### src/rtl/asram_pkg.sv
package asram_pkg;

    typedef enum logic [2:0] {
        ST_IDLE,
        ST_SETUP,
        ST_STROBE,
        ST_HOLD,
        ST_TURN,
        ST_RETAIN,
        ST_RECOVER
    } asram_state_e;

    // Whole clock cycles covering a nanosecond limit, never below one.
    function automatic int ns_to_cycles(input int ns, input int period);
        int c;
        c = (ns + period - 1) / period;
        if (c < 1) c = 1;
        return c;
    endfunction

    function automatic int max2(input int a, input int b);
        return (a > b) ? a : b;
    endfunction

endpackage

### src/rtl/asram_tick_cnt.sv
module asram_tick_cnt #(
    parameter int W = 4
) (
    input  logic         clk,
    input  logic         rst_n,
    input  logic         load,
    input  logic [W-1:0] load_val,
    output logic         last
);
    logic [W-1:0] cnt_q;

    always_ff @(posedge clk or negedge rst_n) begin
        if (!rst_n) begin
            cnt_q <= '0;
        end else if (load) begin
            cnt_q <= load_val;
        end else if (cnt_q != '0) begin
            cnt_q <= cnt_q - 1'b1;
        end
    end

    // A state entered with value N sees last in its N-th cycle.
    assign last = (cnt_q <= W'(1));
endmodule

### src/rtl/asram_req_hold.sv
module asram_req_hold #(
    parameter int AW = 13,
    parameter int DW = 8
) (
    input  logic          clk,
    input  logic          rst_n,
    input  logic          req,
    input  logic          req_wr,
    input  logic [AW-1:0] req_addr,
    input  logic [DW-1:0] req_wdata,
    input  logic          start,
    output logic          pend_v,
    output logic          cmd_wr,
    output logic [AW-1:0] cmd_addr,
    output logic [DW-1:0] cmd_wdata
);
    logic          pend_q;
    logic          pwr_q;
    logic [AW-1:0] paddr_q;
    logic [DW-1:0] pdata_q;
    logic          use_live;
    logic          store;

    // A live request is consumed directly only when nothing is waiting.
    assign use_live = start && !pend_q;
    assign store    = req && !use_live;

    always_ff @(posedge clk or negedge rst_n) begin
        if (!rst_n) begin
            pend_q  <= 1'b0;
            pwr_q   <= 1'b0;
            paddr_q <= '0;
            pdata_q <= '0;
        end else if (store) begin
            pend_q  <= 1'b1;
            pwr_q   <= req_wr;
            paddr_q <= req_addr;
            pdata_q <= req_wdata;
        end else if (start) begin
            pend_q  <= 1'b0;
        end
    end

    assign pend_v    = pend_q;
    assign cmd_wr    = pend_q ? pwr_q   : req_wr;
    assign cmd_addr  = pend_q ? paddr_q : req_addr;
    assign cmd_wdata = pend_q ? pdata_q : req_wdata;
endmodule

### src/rtl/asram_ctrl.sv
module asram_ctrl
    import asram_pkg::*;
#(
    parameter int ADDR_W        = 13,
    parameter int DATA_W        = 8,
    parameter int CLK_PERIOD_NS = 4,
    parameter int T_WC_NS       = 40,
    parameter int T_WP_NS       = 35,
    parameter int T_DS_NS       = 22,
    parameter int T_AH_NS       = 3,
    parameter int T_RC_NS       = 40,
    parameter int T_ACC_NS      = 40,
    parameter int T_OE_NS       = 15,
    parameter int T_OHZ_NS      = 10
) (
    input  logic              clk,
    input  logic              rst_n,
    input  logic              host_req,
    input  logic              host_wr,
    input  logic [ADDR_W-1:0] host_addr,
    input  logic [DATA_W-1:0] host_wdata,
    input  logic              host_retain,
    output logic [DATA_W-1:0] host_rdata,
    output logic              host_done,
    output logic [ADDR_W-1:0] mem_addr,
    output logic              mem_sel_n,
    output logic              mem_en,
    output logic              mem_we_n,
    output logic              mem_oe_n,
    output logic [DATA_W-1:0] mem_dq_out,
    input  logic [DATA_W-1:0] mem_dq_in,
    output logic              mem_dq_oe
);
    localparam int N_WC   = ns_to_cycles(T_WC_NS,  CLK_PERIOD_NS);
    localparam int N_WP   = ns_to_cycles(T_WP_NS,  CLK_PERIOD_NS);
    localparam int N_DS   = ns_to_cycles(T_DS_NS,  CLK_PERIOD_NS);
    localparam int N_AH   = ns_to_cycles(T_AH_NS,  CLK_PERIOD_NS);
    localparam int N_RC   = ns_to_cycles(T_RC_NS,  CLK_PERIOD_NS);
    localparam int N_ACC  = ns_to_cycles(T_ACC_NS, CLK_PERIOD_NS);
    localparam int N_OE   = ns_to_cycles(T_OE_NS,  CLK_PERIOD_NS);
    localparam int N_OHZ  = ns_to_cycles(T_OHZ_NS, CLK_PERIOD_NS);
    localparam int N_CYC  = max2(N_WC, N_RC);
    localparam int N_SU   = 1;
    // Write strobe: pulse width, data setup, and what the cycle time still needs.
    localparam int N_WSTB = max2(max2(N_WP, N_DS), max2(N_WC - N_SU - N_AH, 1));
    // Read strobe: address access counted from SETUP, OE access from STROBE entry.
    localparam int N_RSTB = max2(max2(N_ACC - N_SU, N_OE), max2(N_RC - N_SU, 1));
    localparam int N_MAX  = max2(max2(N_WSTB, N_RSTB), max2(N_CYC, max2(N_OHZ, N_AH)));
    localparam int CW     = $clog2(N_MAX + 1);

    asram_state_e state_q, state_d;

    logic              tick_load;
    logic [CW-1:0]     tick_val;
    logic              tick_last;
    logic              pend_v;
    logic              cmd_wr;
    logic [ADDR_W-1:0] cmd_addr;
    logic [DATA_W-1:0] cmd_wdata;
    logic              start;
    logic              capture;
    logic              done_d;
    logic              cur_wr_q;
    logic [ADDR_W-1:0] cur_addr_q;
    logic [DATA_W-1:0] cur_wdata_q;
    logic [DATA_W-1:0] rdata_q;
    logic              done_q;
    logic              sel_on, we_on, oe_on, drv_on;

    assign start = (state_q == ST_IDLE) && !host_retain && (host_req || pend_v);

    asram_req_hold #(.AW(ADDR_W), .DW(DATA_W)) u_hold (
        .clk       (clk),
        .rst_n     (rst_n),
        .req       (host_req),
        .req_wr    (host_wr),
        .req_addr  (host_addr),
        .req_wdata (host_wdata),
        .start     (start),
        .pend_v    (pend_v),
        .cmd_wr    (cmd_wr),
        .cmd_addr  (cmd_addr),
        .cmd_wdata (cmd_wdata)
    );

    asram_tick_cnt #(.W(CW)) u_tick (
        .clk      (clk),
        .rst_n    (rst_n),
        .load     (tick_load),
        .load_val (tick_val),
        .last     (tick_last)
    );

    // Next state, counter reload and completion events.
    always_comb begin
        state_d   = state_q;
        tick_load = 1'b0;
        tick_val  = '0;
        capture   = 1'b0;
        done_d    = 1'b0;
        unique case (state_q)
            ST_IDLE: begin
                if (host_retain) begin
                    state_d = ST_RETAIN;
                end else if (start) begin
                    state_d   = ST_SETUP;
                    tick_load = 1'b1;
                    tick_val  = CW'(N_SU);
                end
            end
            ST_SETUP: begin
                if (tick_last) begin
                    state_d   = ST_STROBE;
                    tick_load = 1'b1;
                    tick_val  = cur_wr_q ? CW'(N_WSTB) : CW'(N_RSTB);
                end
            end
            ST_STROBE: begin
                if (tick_last) begin
                    tick_load = 1'b1;
                    if (cur_wr_q) begin
                        state_d  = ST_HOLD;
                        tick_val = CW'(N_AH);
                    end else begin
                        state_d  = ST_TURN;
                        tick_val = CW'(N_OHZ);
                        capture  = 1'b1;
                        done_d   = 1'b1;
                    end
                end
            end
            ST_HOLD: begin
                if (tick_last) begin
                    state_d = ST_IDLE;
                    done_d  = 1'b1;
                end
            end
            ST_TURN: begin
                if (tick_last) state_d = ST_IDLE;
            end
            ST_RETAIN: begin
                if (!host_retain) begin
                    state_d   = ST_RECOVER;
                    tick_load = 1'b1;
                    tick_val  = CW'(N_CYC);
                end
            end
            ST_RECOVER: begin
                if (tick_last) state_d = ST_IDLE;
            end
            default: state_d = ST_IDLE;
        endcase
    end

    always_ff @(posedge clk or negedge rst_n) begin
        if (!rst_n) begin
            state_q     <= ST_IDLE;
            cur_wr_q    <= 1'b0;
            cur_addr_q  <= '0;
            cur_wdata_q <= '0;
            rdata_q     <= '0;
            done_q      <= 1'b0;
        end else begin
            state_q <= state_d;
            done_q  <= done_d;
            if (start) begin
                cur_wr_q    <= cmd_wr;
                cur_addr_q  <= cmd_addr;
                cur_wdata_q <= cmd_wdata;
            end
            if (capture) rdata_q <= mem_dq_in;
        end
    end

    // Memory-side strobes decoded from the state register.
    always_comb begin
        sel_on = 1'b0;
        we_on  = 1'b0;
        oe_on  = 1'b0;
        drv_on = 1'b0;
        unique case (state_q)
            ST_SETUP: sel_on = 1'b1;
            ST_STROBE: begin
                sel_on = 1'b1;
                we_on  = cur_wr_q;
                drv_on = cur_wr_q;
                oe_on  = !cur_wr_q;
            end
            ST_HOLD: sel_on = 1'b1;
            ST_IDLE, ST_TURN, ST_RETAIN, ST_RECOVER: sel_on = 1'b0;
            default: sel_on = 1'b0;
        endcase
    end

    assign mem_addr   = cur_addr_q;
    assign mem_sel_n  = !sel_on;
    assign mem_en     = sel_on;
    assign mem_we_n   = !we_on;
    assign mem_oe_n   = !oe_on;
    assign mem_dq_out = cur_wdata_q;
    assign mem_dq_oe  = drv_on;
    assign host_rdata = rdata_q;
    assign host_done  = done_q;
endmodule

### config.mk
export PLATFORM = sky130hd
export DESIGN_NAME = asram_ctrl
export DESIGN_NICKNAME = d
export VERILOG_FILES = /design/src/rtl/asram_pkg.sv /design/src/rtl/asram_tick_cnt.sv /design/src/rtl/asram_req_hold.sv /design/src/rtl/asram_ctrl.sv
export SDC_FILE = /design/constraint.sdc
export NUM_CORES = 1
export LEC_CHECK = 0
export BUFFER_PORTS_ARGS = -buffer_cell sky130_fd_sc_hd__buf_2
export CAP_MARGIN = 15
export CORE_MARGIN = 2
export CORE_UTILIZATION = 30
export CTS_CLUSTER_DIAMETER = 200
export DETAILED_ROUTE_END_ITERATION = 12
export PLACE_DENSITY = 0.5
export SETUP_SLACK_MARGIN = 0.05
export SYNTH_ARGS = -nofsm -noshare
export SYNTH_HDL_FRONTEND = slang
export SYNTH_SLANG_ARGS = --single-unit
### constraint.sdc
create_clock -name clk -period 2.35 [get_ports clk]
set_input_delay 0.235 -clock clk [delete_from_list [all_inputs] [get_ports clk]]
set_output_delay 0.235 -clock clk [all_outputs]
set_load 0.005 [all_outputs]
==> out/results.ini <==
[run_status]
status = completed

[placement]
place_inst = 399
place_hpwl_um = 4010
pre_cts_ws_ns = 0.241
io_buffers = 68
gp_congestion = 0.781

[yosys]
yosysTopAreaCell = dfrtp_1
synth_edf_count = 0
yosysUniqueCellTypes = 38
yosysTopAreaCellShare_pct = 55.1
synth-seq-cells = 61
synth_flop_cell = dfrtp_1
synthCells = 226
ys_seq_area_share_pct = 55.1
syn_nets = 262
synthArstFlopShare_pct = 100
synth_area_leaders = dfrtp_1 55%, mux2_2 8.9%, mux2i_1 7.9%
yosysWarnings = 0
syn_area_per_cell_um2 = 12.3
syn-cell-area_um2 = 2770

[clock_network]
cts_max_level = 3
numCtsBuffers = 9
cts_resized = 0
cts.sinks = 61
hold_buffers = 1
cts_tree = done
clock_latency_ns = 0.34
path_clk_slew_ns = 0.08
postCtsSetupRepairBufs = 0
root_buffer = clkbuf_8
clock_path_buffers = 2

[drt]
dr_wl_met2_um = 2710
ant_nets = 0
met3_length_um = 291
drtIter0Drc = 59
routed_wl_um = 5770
top_layer = met4
vias_per_cell = 4.63
drcViolationCount = 0
met1_length_um = 2660
wl_per_cell_um = 13.9
route.vias.total = 1925
drt_first_pass_iters = 4

[cells_and_area]
diodes = 0
finalNonFillerCells = 416
final_common_cell = buf_2
layout_common_cells = 68 x buf_2, 60 x dfrtp_1, 29 x nor2_1, 24 x a21oi_1
fillerInstances = 907
area_delta_synth_final_pct = 24.8
final_nets = 336
final_util_pct = 38.0
drive_above_1_share_pct = 41.3

[worst_hold_path]
min_to = host_rdata[5]
min_from = mem_dq_in[5]
hp-class = in -> reg
whs_path_depth = 2

[power]
irDropWorstVdd_uv = 416
switching_power_w = 0.00142
p_int_w = 0.00280
p_leak_nw = 1.68
power_w = 0.00422
combPwrFrac_pct = 37.1
power_density_nw_per_um2 = 1220
swShare_pct = 33.6
share_seq_of_total_power_pct = 39.7
clkPwrFrac_pct = 23.2

[critical_path]
critPathArrivalTime_ns = 2.32
r2r_cells = 6
required_ns = 2.57
crit_path_start = u_tick.cnt_q[0]
cp_max_fo = 9
start_kind = flop
crit_type = reg -> reg
timing.critical_path.to_type = flop
r2r_end = host_rdata[7]
r2r_start = u_tick.cnt_q[0]
rrSetupSlack_ns = 0.25

[timing]
tns_ns = 0
fmax_ghz = 0.476
finalHoldViolCount = 0
timing.slew.headroom_pct = 54.1
fin_crit_sh_pct = 89.3
fin_crit_ns = 2.10
worst_pin_slew_ns = 0.688
layout_setup_ws_ns = 0.251
fin_worst_skew_ns = 0.00859
maxSlewViolCount = 0
rsz0062_at_grt = no
setup_violations = 0

[global_route]
grtUsageTotal_pct = 12.5
antenna_found_initial = 0
grt_max_degree = 35
grt_pass1_vias = 1977
grt-ovfl-total = 0
grt_pass1_wl_um = 9600

[floorplan]
start_util_pct = 30.4
core-area_um2 = 9110
io_pins = 69
rows = 35
dieArea_um2 = 10000
die_w_um = 100
die_y_um = 100

[flow_run]
drv_cap = 0

synthesized netlist by cell type (2+ instances only):
master and count:
clkbuf_1 2, a21oi_1 24, nor2_1 29, mux2_2 22
nand2b_1 7, ha_1 2, buf_4 2, buf_6 4
inv_1 5, nand3b_1 2, o21ai_0 3, dfrtp_1 61
or3_1 2, mux2_4 8, nor3_1 3, a211oi_1 2
mux2i_1 22, o22ai_1 2, a31oi_1 2, buf_2 4
stage by stage:
stage	instance area [um^2]	hold WS, ns
after floorplan	2770	-0.0606
after global placement	3240	0.315
after detailed placement	3240	0.325
after CTS	3460	0.110
after global routing	3460	0.112
final	3460	0.126
power groups by stage:
stage	clock [W]	combinational (W)	sequential, W
6_report	0.000978	0.00157	0.00168
3_5_place_dp	0	0.00159	0.00170
4_1_cts	0.00102	0.00160	0.00168
2_1_floorplan	0	0.00107	0.00166
3_3_place_gp	0	0.00157	0.00169
5_1_grt	0.00107	0.00178	0.00174
worst max-delay path by stage:
| stage | endpoint | slack [ns] | depth (start not counted) |
|---|---|---|---|
| 6_report | host_rdata[7] | 0.25 | 6 |
| 5_1_grt | u_tick.cnt_q[1] | 0.14 | 6 |
| 4_1_cts | host_rdata[7] | 0.24 | 6 |
| 3_5_place_dp | host_rdata[2] | 0.24 | 6 |
| 3_3_place_gp | host_rdata[6] | 0.30 | 6 |
| 2_1_floorplan | host_rdata[0] | 0.48 | 7 |
final cells by class:
type / instances / area [um^2] / share of cell area, %
clock buffer: 11 / 151 / 4.38
clock inverter: 5 / 58.8 / 1.70
inverter: 5 / 18.8 / 0.542
multi-input combinational: 147 / 1140 / 32.8
sequential: 61 / 1530 / 44.2
tap: 111 / 139 / 4.01
timing repair buffer: 76 / 428 / 12.4
layer usage:
metal	global-route usage (%)	vias up
li1	-	938
met2	20.1	45
met1	15.3	934
met3	3.76	8
met5	0	-
met4	6.01	0
critical path, cell delays in order (launching register included):
cell and delay, ns:
dfrtp_1 0.39, inv_1 0.09, ha_1 0.22, nor2_1 0.10
or3_1 0.37, or2_1 0.45, mux2_4 0.37
kinds of logic after synthesis:
family	Yosys count	share of synthesized area (%)
flip-flops	61	55.1
multiplexers	52	21.2
AND/OR/NAND/NOR	51	9.48
AO/OA/AOI/OAI	40	8.71
buffers and inverters	18	3.97
adder cells (fa/ha/maj)	3	1.26
XOR/XNOR	1	0.316
sequential cells by signal, summed over array words and instances, names as in the netlist:
register,count
cur_wr_q,1
host_done,1
host_rdata,8
mem_addr,13
mem_dq_out,8
state_q,3
u_hold.paddr_q,13
u_hold.pdata_q,8
u_hold.pend_v,1
u_hold.pwr_q,1
u_tick.cnt_q,4
Power figures use the tool's default switching activity.
